[src/rtl/lsr_pkg.sv]
`timescale 1ns/1ps
package lsr_pkg;

  typedef enum logic [1:0] {
    ACT_IDLE,
    ACT_COMMIT,
    ACT_REPLAY,
    ACT_BRANCH
  } lsr_act_e;

  function automatic logic [31:0] low_ones(input int unsigned n);
    logic [31:0] m;
    m = '0;
    for (int i = 0; i < 32; i++) begin
      if (i < n) m[i] = 1'b1;
    end
    return m;
  endfunction

endpackage

[src/rtl/lsr_compare.sv]
`timescale 1ns/1ps
module lsr_compare #(
  parameter int PC_W  = 32,
  parameter int RES_W = 32
) (
  input  logic             va,
  input  logic [PC_W-1:0]  pca,
  input  logic [RES_W-1:0] ra,
  input  logic             vb,
  input  logic [PC_W-1:0]  pcb,
  input  logic [RES_W-1:0] rb,
  output logic             mismatch,
  output logic             agree,
  output logic [PC_W-1:0]  fault_pc
);

  logic both_on;
  logic split;
  logic differ;

  always_comb begin
    both_on  = va & vb;
    split    = va ^ vb;
    differ   = (pca != pcb) | (ra != rb);
    mismatch = split | (both_on & differ);
    agree    = both_on & ~differ;
    fault_pc = va ? pca : pcb;
  end

endmodule

[src/rtl/lsr_arbiter.sv]
`timescale 1ns/1ps
module lsr_arbiter
  import lsr_pkg::*;
#(
  parameter int PC_W    = 32,
  parameter int NSTAGES = 5,
  parameter int EX_IDX  = 2
) (
  input  logic               hold_off,
  input  logic               mismatch,
  input  logic               agree,
  input  logic [PC_W-1:0]    fault_pc,
  input  logic               br_mispred,
  input  logic               br_from_ex,
  input  logic [PC_W-1:0]    br_target,
  output lsr_act_e           act,
  output logic [NSTAGES-1:0] nxt_mask,
  output logic               nxt_redirect,
  output logic [PC_W-1:0]    nxt_pc,
  output logic               nxt_commit,
  output logic               nxt_replay
);

  localparam int DEEP_N    = EX_IDX + 2;
  localparam int SHALLOW_N = EX_IDX + 1;

  logic [NSTAGES-1:0] mask_deep;
  logic [NSTAGES-1:0] mask_shallow;

  for (genvar g = 0; g < NSTAGES; g++) begin : g_mask
    assign mask_deep[g]    = (g < DEEP_N);
    assign mask_shallow[g] = (g < SHALLOW_N);
  end

  always_comb begin
    act = ACT_IDLE;
    if (hold_off)                      act = ACT_IDLE;
    else if (br_mispred && !br_from_ex) act = ACT_BRANCH;
    else if (mismatch)                 act = ACT_REPLAY;
    else if (br_mispred)               act = ACT_BRANCH;
    else if (agree)                    act = ACT_COMMIT;
  end

  always_comb begin
    nxt_mask     = '0;
    nxt_redirect = 1'b0;
    nxt_pc       = '0;
    nxt_commit   = 1'b0;
    nxt_replay   = 1'b0;
    unique case (act)
      ACT_REPLAY: begin
        nxt_mask     = mask_deep;
        nxt_redirect = 1'b1;
        nxt_pc       = fault_pc;
        nxt_replay   = 1'b1;
      end
      ACT_BRANCH: begin
        nxt_mask     = br_from_ex ? mask_shallow : mask_deep;
        nxt_redirect = 1'b1;
        nxt_pc       = br_target;
        nxt_commit   = br_from_ex & agree;
      end
      ACT_COMMIT: nxt_commit = 1'b1;
      default: ;
    endcase
  end

endmodule

[src/rtl/lsr_counter.sv]
`timescale 1ns/1ps
module lsr_counter #(
  parameter int CNT_W = 8
) (
  input  logic             clk,
  input  logic             rst,
  input  logic             bump,
  output logic [CNT_W-1:0] cnt
);

  localparam logic [CNT_W-1:0] CNT_TOP = {CNT_W{1'b1}};

  always_ff @(posedge clk) begin
    if (rst)                        cnt <= '0;
    else if (bump && cnt != CNT_TOP) cnt <= cnt + 1'b1;
  end

  assert_cnt_step_R6: assert property (@(posedge clk) disable iff (rst)
    (cnt != $past(cnt)) |-> (cnt == CNT_W'($past(cnt) + 1'b1)));

  assert_cnt_hold_top_R6: assert property (@(posedge clk) disable iff (rst)
    ($past(cnt) == CNT_TOP) |-> (cnt == CNT_TOP));

endmodule

[src/rtl/lockstep_rollback.sv]
`timescale 1ns/1ps
module lockstep_rollback
  import lsr_pkg::*;
#(
  parameter int PC_W    = 32,
  parameter int RES_W   = 32,
  parameter int NSTAGES = 5,
  parameter int EX_IDX  = 2,
  parameter int CNT_W   = 8
) (
  input  logic               clk,
  input  logic               rst,
  input  logic               ex_valid_a,
  input  logic [PC_W-1:0]    ex_pc_a,
  input  logic [RES_W-1:0]   ex_res_a,
  input  logic               ex_valid_b,
  input  logic [PC_W-1:0]    ex_pc_b,
  input  logic [RES_W-1:0]   ex_res_b,
  input  logic               br_mispred,
  input  logic               br_from_ex,
  input  logic [PC_W-1:0]    br_target,
  output logic [NSTAGES-1:0] flush_mask,
  output logic               redirect_valid,
  output logic [PC_W-1:0]    redirect_pc,
  output logic               commit_en,
  output logic               err_flag,
  output logic [CNT_W-1:0]   recover_count
);

  logic               mismatch;
  logic               agree;
  logic [PC_W-1:0]    fault_pc;
  logic               hold_off;
  lsr_act_e           act;
  logic [NSTAGES-1:0] nxt_mask;
  logic               nxt_redirect;
  logic [PC_W-1:0]    nxt_pc;
  logic               nxt_commit;
  logic               nxt_replay;

  assign hold_off = |flush_mask;

  lsr_compare #(.PC_W(PC_W), .RES_W(RES_W)) u_cmp (
    .va(ex_valid_a), .pca(ex_pc_a), .ra(ex_res_a),
    .vb(ex_valid_b), .pcb(ex_pc_b), .rb(ex_res_b),
    .mismatch(mismatch), .agree(agree), .fault_pc(fault_pc)
  );

  lsr_arbiter #(.PC_W(PC_W), .NSTAGES(NSTAGES), .EX_IDX(EX_IDX)) u_arb (
    .hold_off(hold_off), .mismatch(mismatch), .agree(agree),
    .fault_pc(fault_pc), .br_mispred(br_mispred), .br_from_ex(br_from_ex),
    .br_target(br_target), .act(act), .nxt_mask(nxt_mask),
    .nxt_redirect(nxt_redirect), .nxt_pc(nxt_pc),
    .nxt_commit(nxt_commit), .nxt_replay(nxt_replay)
  );

  lsr_counter #(.CNT_W(CNT_W)) u_cnt (
    .clk(clk), .rst(rst), .bump(nxt_replay), .cnt(recover_count)
  );

  always_ff @(posedge clk) begin
    if (rst) begin
      flush_mask     <= '0;
      redirect_valid <= 1'b0;
      redirect_pc    <= '0;
      commit_en      <= 1'b0;
      err_flag       <= 1'b0;
    end else begin
      flush_mask     <= nxt_mask;
      redirect_valid <= nxt_redirect;
      redirect_pc    <= nxt_pc;
      commit_en      <= nxt_commit;
      err_flag       <= nxt_replay;
    end
  end

  assert_replay_no_commit_R3: assert property (@(posedge clk) disable iff (rst)
    err_flag |-> !commit_en);

  assert_replay_deep_flush_R3: assert property (@(posedge clk) disable iff (rst)
    err_flag |-> (redirect_valid && flush_mask[EX_IDX+1]));

  assert_mask_pairs_redirect_R7: assert property (@(posedge clk) disable iff (rst)
    (flush_mask != '0) == redirect_valid);

  assert_mask_contiguous_R8: assert property (@(posedge clk) disable iff (rst)
    $onehot0(flush_mask + 1'b1));

  assert_no_back_to_back_R9: assert property (@(posedge clk) disable iff (rst)
    redirect_valid |=> !redirect_valid);

  assert_act_known_R2: assert property (@(posedge clk) disable iff (rst)
    (act == ACT_COMMIT) |-> !mismatch);

endmodule

[config.mk]
export PLATFORM = sky130hd
export DESIGN_NAME = lockstep_rollback
export DESIGN_NICKNAME = d
export VERILOG_FILES = /design/src/rtl/lsr_pkg.sv /design/src/rtl/lsr_compare.sv /design/src/rtl/lsr_arbiter.sv /design/src/rtl/lsr_counter.sv /design/src/rtl/lockstep_rollback.sv
export SDC_FILE = /design/constraint.sdc
export NUM_CORES = 1
export LEC_CHECK = 0
export ABC_AREA = 1
export BUFFER_PORTS_ARGS = -buffer_cell sky130_fd_sc_hd__buf_2
export CORE_AREA = 2 2 103 105
export DETAILED_ROUTE_END_ITERATION = 12
export DIE_AREA = 0 0 105 107
export PLACE_DENSITY = 0.77
export SYNTH_ARGS = -nofsm -noshare
export SYNTH_HDL_FRONTEND = slang
export SYNTH_SLANG_ARGS = --single-unit
[constraint.sdc]
create_clock -name clk -period 1.7 [get_ports clk]
set_clock_uncertainty 0.15 [all_clocks]
set_input_delay 0.085 -clock clk [delete_from_list [all_inputs] [get_ports clk]]
set_output_delay 0.085 -clock clk [all_outputs]
set_load 0.01 [all_outputs]
* Yosys cells after proc, flatten, opt, wreduce, memory -nomap -nowiden *
Cells that the tools add are included.

storage, ports and cells
  register bits = 48
  bits of input ports = 166
  output and inout port bits = 48
  word-level logic and storage cells = 38

cells by class
  add/sub/neg operators = 1
  equality and inequality tests = 6
  muxes and demuxes = 12
  bitwise gates (word level) = 8
  reduce and logical (&&, ||, !) cells = 5

operators with widths
  operator               number
  $ne A32 B32 Y1         2
  $pmux W32 S2           1
  $mux W32               1
  $pmux W5 S2            1
  $add A8 B1 Y8 const B  1
  $mux W2                4
  $ne A8 B8 Y1 const B   1
  $reduce_or A5 Y1       1
  $and A1 B1 Y1          4
  $eq A2 B2 Y1 const B   2
  $mux W4                1
  $mux W1                3
  $eq A2 B1 Y1 const B   1
  $logic_and A1 B1 Y1    2
  $or A1 B1 Y1           2
  $pmux W1 S2            1
  $reduce_or A2 Y1       1
  $logic_not A1 Y1       1
  $not A1 Y1             1
  $xor A1 B1 Y1          1

* Logic depth before layout (Yosys ltp) *
  depth in word-level cells = 12
  mapped depth = 17
  gate-level depth less buffers = 16

* Modules after synthesis *
From an unflattened synthesis, not the netlist that was laid out.

second synthesis, totals
  cell total of the unflattened synthesis = 747
  area total of the unflattened synthesis = 3988.8 um2

modules (own cells, without submodules)
  module             times used  cells each  area an instance (um2)  seq. area each (um2)
  lsr_compare        1           409         1641.6                  0.0
  lockstep_rollback  1           128         1162.4                  800.8
  lsr_arbiter        1           133         700.7                   0.0
  lsr_counter        1           77          484.2                   160.2

* Worst setup path after synthesis *
No wires, ideal clock.

  kind = flip-flop to flip-flop
  start point = reg u_cnt.cnt[0]
  end point = reg u_cnt.cnt[0]
  library setup time = 0.119 ns
  arrival = 1.413 ns
  required time = 1.431 ns
  setup slack = 0.019 ns
  stages on the path, launching flop included = 9
  buffers on the path = 0
  clock period less this slack = 1.681 ns
  cell sequence = dfxtp_1 > ha_1 > nand4_1 > inv_1 > nand2_1 > nor2_1 > nor2_1 > o21ai_0 > nor2_1

between the ends
  cells in the longest elaborated chain, start to end = 2
  elaborated cells between the ends (all ways) = 3
  those cells by class = add/sub: 1; eq/ne: 1; reduce/logical: 1

RTL lines
  element                                                                line               RTL
  start, declared                                                        lsr_counter.sv:8   output logic [CNT_W-1:0] cnt
  start signal, assigned                                                 lsr_counter.sv:15  else if (bump && cnt != CNT_TOP) cnt <= cnt + 1'b1;
  parallel branches: the longest is 2 deep, another holds $add A8 B1 Y8  --

Several ways; the timed one is not identified.
A chain may end at the register's enable or synchronous reset.

* Worst setup path in the final report *
  start point = in ex_pc_a[29]
  end point = reg redirect_pc[3]

between the ends
  cells in the longest elaborated chain, start to end = 11
  elaborated cells between the ends (all ways) = 14
  those cells by class = eq/ne: 3; mux: 6; bitwise: 5

RTL lines
  element               line                     RTL
  start, declared       lockstep_rollback.sv:14  input logic [PC_W-1:0] ex_pc_a,
  $ne A32 B32 Y1 (*)    lsr_compare.sv:24        differ = (pca != pcb) | (ra != rb);
  $or A1 B1 Y1 (*)      lsr_compare.sv:24
  $not A1 Y1            lsr_compare.sv:26        agree = both_on & ~differ;
  $and A1 B1 Y1         lsr_compare.sv:26
  $mux W1               lsr_arbiter.sv:41        else if (agree) act = ACT_COMMIT;
  $mux W2               lsr_arbiter.sv:40        else if (br_mispred) act = ACT_BRANCH;
  $mux W2 (*)           lsr_arbiter.sv:39        else if (mismatch) act = ACT_REPLAY;
  $mux W2 (*)           lsr_arbiter.sv:38        else if (br_mispred && !br_from_ex) act = ACT_BRANCH;
  $mux W2 (*)           lsr_arbiter.sv:37        if (hold_off) act = ACT_IDLE;
  $eq A2 B2 Y1          lsr_arbiter.sv:50        unique case (act)
  $pmux W32 S2 (*)      lsr_arbiter.sv:50
  end signal, assigned  lockstep_rollback.sv:71  redirect_pc <= nxt_pc;
  end, declared         lockstep_rollback.sv:24  output logic [PC_W-1:0] redirect_pc,

Mark *: on every way between the ends. The rest lies on a longest branch, timed or not.

==> flow_metrics.py <==
metrics = {
    "placed_design": {
        "io_buffers": 212,
        "post-place-ws_ps": -955,
        "dp_hpwl_mm": 8.53,
        "post-place-cells": 982,
        "gp_congestion": 0.874,
        "placedInstanceArea_um2": 4810,
    },
    "cells_and_area": {
        "fill_cells": 1009,
        "n_antenna_cell": 0,
        "finalInstanceArea_um2": 5780,
        "area_delta_synth_final_pct": 66.6,
        "drive_above_1_share": 0.380,
        "fin_cells": 1044,
        "fin_nets": 1075,
    },
    "detailed_routing": {
        "routedWlPerCell_um": 11.6,
        "vias": 4566,
        "via_per_inst": 4.37,
        "dr.pass1.iters": 6,
        "first_iter_violations": 267,
        "finalWirelength_mm": 12.1,
        "drc": 0,
        "ant_nets": 0,
    },
    "synth": {
        "synth_area_per_cell_um2": 5.55,
        "syn_nets": 793,
        "ys_ff_latch": 44,
        "synth.area.top_cells": "nand2_1 27%, dfxtp_1 25%, inv_1 12%, nor2_1 8.1%, a21oi_2 4.5%",
        "yosysWarnings": 0,
        "synth_top_area_frac": 0.267,
        "synth_top_cell_by_area": "nand2_1",
        "yosysSeqAreaShare": 0.254,
        "netlist-cell-type-count": 30,
        "synthesis.area_um2": 3470,
        "syn_inst": 625,
    },
    "global_routing": {
        "grt.overflow.total": 0,
        "grt_usage": 0.205,
        "grt_pass1_wl_mm": 18.9,
        "grt_max_degree": 64,
        "grt_pass1_vias": 4402,
        "antenna_found_initial": 0,
    },
    "cts": {
        "root_buffer": "clkbuf_8",
        "cts_tree": "done",
        "cts_buffers": 5,
        "htree_levels": 2,
        "cts_buffer_depth": 2,
        "path_clk_slew_ps": 90,
        "cts_sinks": 44,
        "clk_latency_ps": 300,
    },
    "critical_path": {
        "r2r-end": "u_cnt.cnt[5]$_SDFFE_PP0P_",
        "endpoint": "redirect_pc[3]$_SDFF_PP0_",
        "timing.rr.start": "u_cnt.cnt[0]$_SDFFE_PP0P_",
        "ff2ff_setup_slack_ps": 50,
        "critPathRequiredTime_ps": 1740,
        "cp-start-kind": "input pin",
        "critPathCaptureType": "flip-flop",
        "cp.arrival_ps": 1830,
        "startpoint": "ex_pc_a[29]",
        "path_max_fanout": 7,
        "r2r_cells": 11,
        "crit_type": "in -> reg",
    },
    "sta": {
        "min_period_ps": 1790,
        "tightestPinTransition_ps": 580,
        "setup_viol": 39,
        "hold_viol": 1,
        "maxSlewViolCount": 0,
        "relSlewSlack": 0.613,
        "fmax_mhz": 559,
        "setup_ws_ps": -88.1,
        "fin_crit_sh": 1.05,
        "rsz0062_at_grt": "true",
        "holdWs_ps": -12.0,
    },
    "hold_path": {
        "holdCritPathClass": "in -> reg",
        "hold_depth": 5,
    },
    "floorplan": {
        "die_w_um": 105,
        "initial_core_util": 0.344,
        "die-area_um2": 11200,
        "die_h_um": 107,
        "core_um2": 10100,
        "rows": 37,
        "io_pins": 214,
    },
    "status": {
        "violations": "hold timing, setup timing",
        "status": "finished, violations left",
    },
    "pwr": {
        "powerDensity_nw_per_um2": 572,
        "total_power_mw": 3.31,
        "peakVddDrop_mv": 0.345,
        "leakagePower_nw": 3.42,
    },
    "job": {
        "max-cap-violations": 0,
    },
}
per-stage QoR:
step,hold WS (ps),utilization,setup TNS (ps)
after floorplan,36.1,-,0
after detailed placement,167,0.476,-34180
after global routing,43.1,0.573,-9040
final,-12.0,0.573,-1620
after global placement,172,0.476,-33960
after CTS,2.38,0.550,-2140
per-layer routing:
layer / share of wire / global-route usage
met5: 0 / 0
met2: 0.53 / 0.380
met4: 0.021 / 0.0733
met3: 0.056 / 0.0383
met1: 0.39 / 0.234
cells in the mapped netlist (all sizes together):
| cell | count |
|---|---|
| nand2 | 269 |
| inv | 109 |
| nor2 | 77 |
| dfxtp | 44 |
| o21ai | 33 |
| a21oi | 31 |
| clkbuf | 12 |
| xor2 | 12 |
| buf | 9 |
| nand3 | 8 |
| o211ai | 7 |
| nor3 | 3 |
| ha | 2 |
| clkinv | 1 |
| conb | 1 |
| mux2 | 1 |
| nand4 | 1 |
| nor3b | 1 |
| o21a | 1 |
| o21bai | 1 |
| or2 | 1 |
| xnor2 | 1 |
sequential cells by signal (all words and copies together) (netlist names):
register     count
err_flag         1
flush_mask       2
redirect_pc     32
commit_en        1
u_cnt.cnt        8
worst min-delay path by stage:
| stage | slack [ps] | start | end |
|---|---|---|---|
| 3_5_place_dp | 170 | br_target[30] | redirect_pc[30]$_SDFF_PP0_ |
| 2_1_floorplan | 40 | br_from_ex | flush_mask[3]$_SDFF_PP0_ |
| 4_1_cts | 2 | ex_pc_a[20] | redirect_pc[20]$_SDFF_PP0_ |
| 3_3_place_gp | 170 | br_target[30] | redirect_pc[30]$_SDFF_PP0_ |
| 6_report | -10 | ex_pc_b[22] | redirect_pc[22]$_SDFF_PP0_ |
| 5_1_grt | 40 | ex_pc_b[18] | redirect_pc[18]$_SDFF_PP0_ |
timing repair:
item | CTS | global route
hold buffers | 43 | 1
gates cloned | 1 | 1
resized for setup | 36 | 51
setup endpoints to repair | 43 | 44
pin swaps | 18 | 28
setup buffers | 8 | 0
hold endpoints to repair | 36 | 1
worst max-delay path, cell delays in order:
cell       delay, ps
buf_6             90
inv_4             30
nand2_2           50
nand2_2           60
nor2_2           110
nand2_1           90
nor2_2           130
nand2_1           80
nor2_1           110
nand2_1          100
nand2_1           90
nand2_2           60
buf_6            120
o21ai_4          220
nor2_4           100
clkbuf_16        200
nand2_4           60
a21oi_2           40
placed cells by master (no fill, tap or decap), types with 3 or more instances in the layout:
| cell type | n |
|---|---|
| nor2_1 | 66 |
| xor2_1 | 12 |
| o21ai_2 | 4 |
| nor2_4 | 3 |
| dfxtp_1 | 44 |
| o21ai_0 | 25 |
| a21oi_1 | 7 |
| nand3_1 | 8 |
| nand2_4 | 17 |
| dlygate4sd3_1 | 44 |
| o211ai_1 | 7 |
| clkbuf_8 | 5 |
| nor2_2 | 9 |
| a21oi_2 | 24 |
| inv_1 | 100 |
| nand2_2 | 15 |
| nand2_1 | 237 |
| buf_2 | 202 |
| inv_2 | 8 |
| buf_6 | 16 |
| buf_4 | 28 |
area by class of cell:
type / instances / area [um2] / share of cell area
clock buffer: 5 / 68.8 / 0.0119
clock inverter: 3 / 46.3 / 0.00801
inverter: 110 / 415 / 0.0718
multi-input combinational: 451 / 2260 / 0.392
sequential: 44 / 881 / 0.152
tap: 136 / 170 / 0.0294
timing repair buffer: 295 / 1940 / 0.335
logic make-up (layout without fill, tap and decap cells):
| group | Yosys count | after routing | synth area share |
|---|---|---|---|
| AO/OA/AOI/OAI | 73 | 73 | 0.133 |
| XOR/XNOR | 13 | 13 | 0.0328 |
| multiplexers | 1 | 1 | 0.00324 |
| AND/OR/NAND/NOR | 360 | 361 | 0.415 |
| other | 1 | 1 | 0.00108 |
| adder cells (fa/ha/maj) | 2 | 2 | 0.00721 |
| buffers and inverters | 131 | 413 | 0.154 |
| flip-flops | 44 | 44 | 0.254 |
power by group:
part / switching (mW) / internal (mW)
registers: 0.0265 / 1.11
clock network: 0.410 / 0.444
logic: 0.686 / 0.627
(Power assumes the default switching activity.)
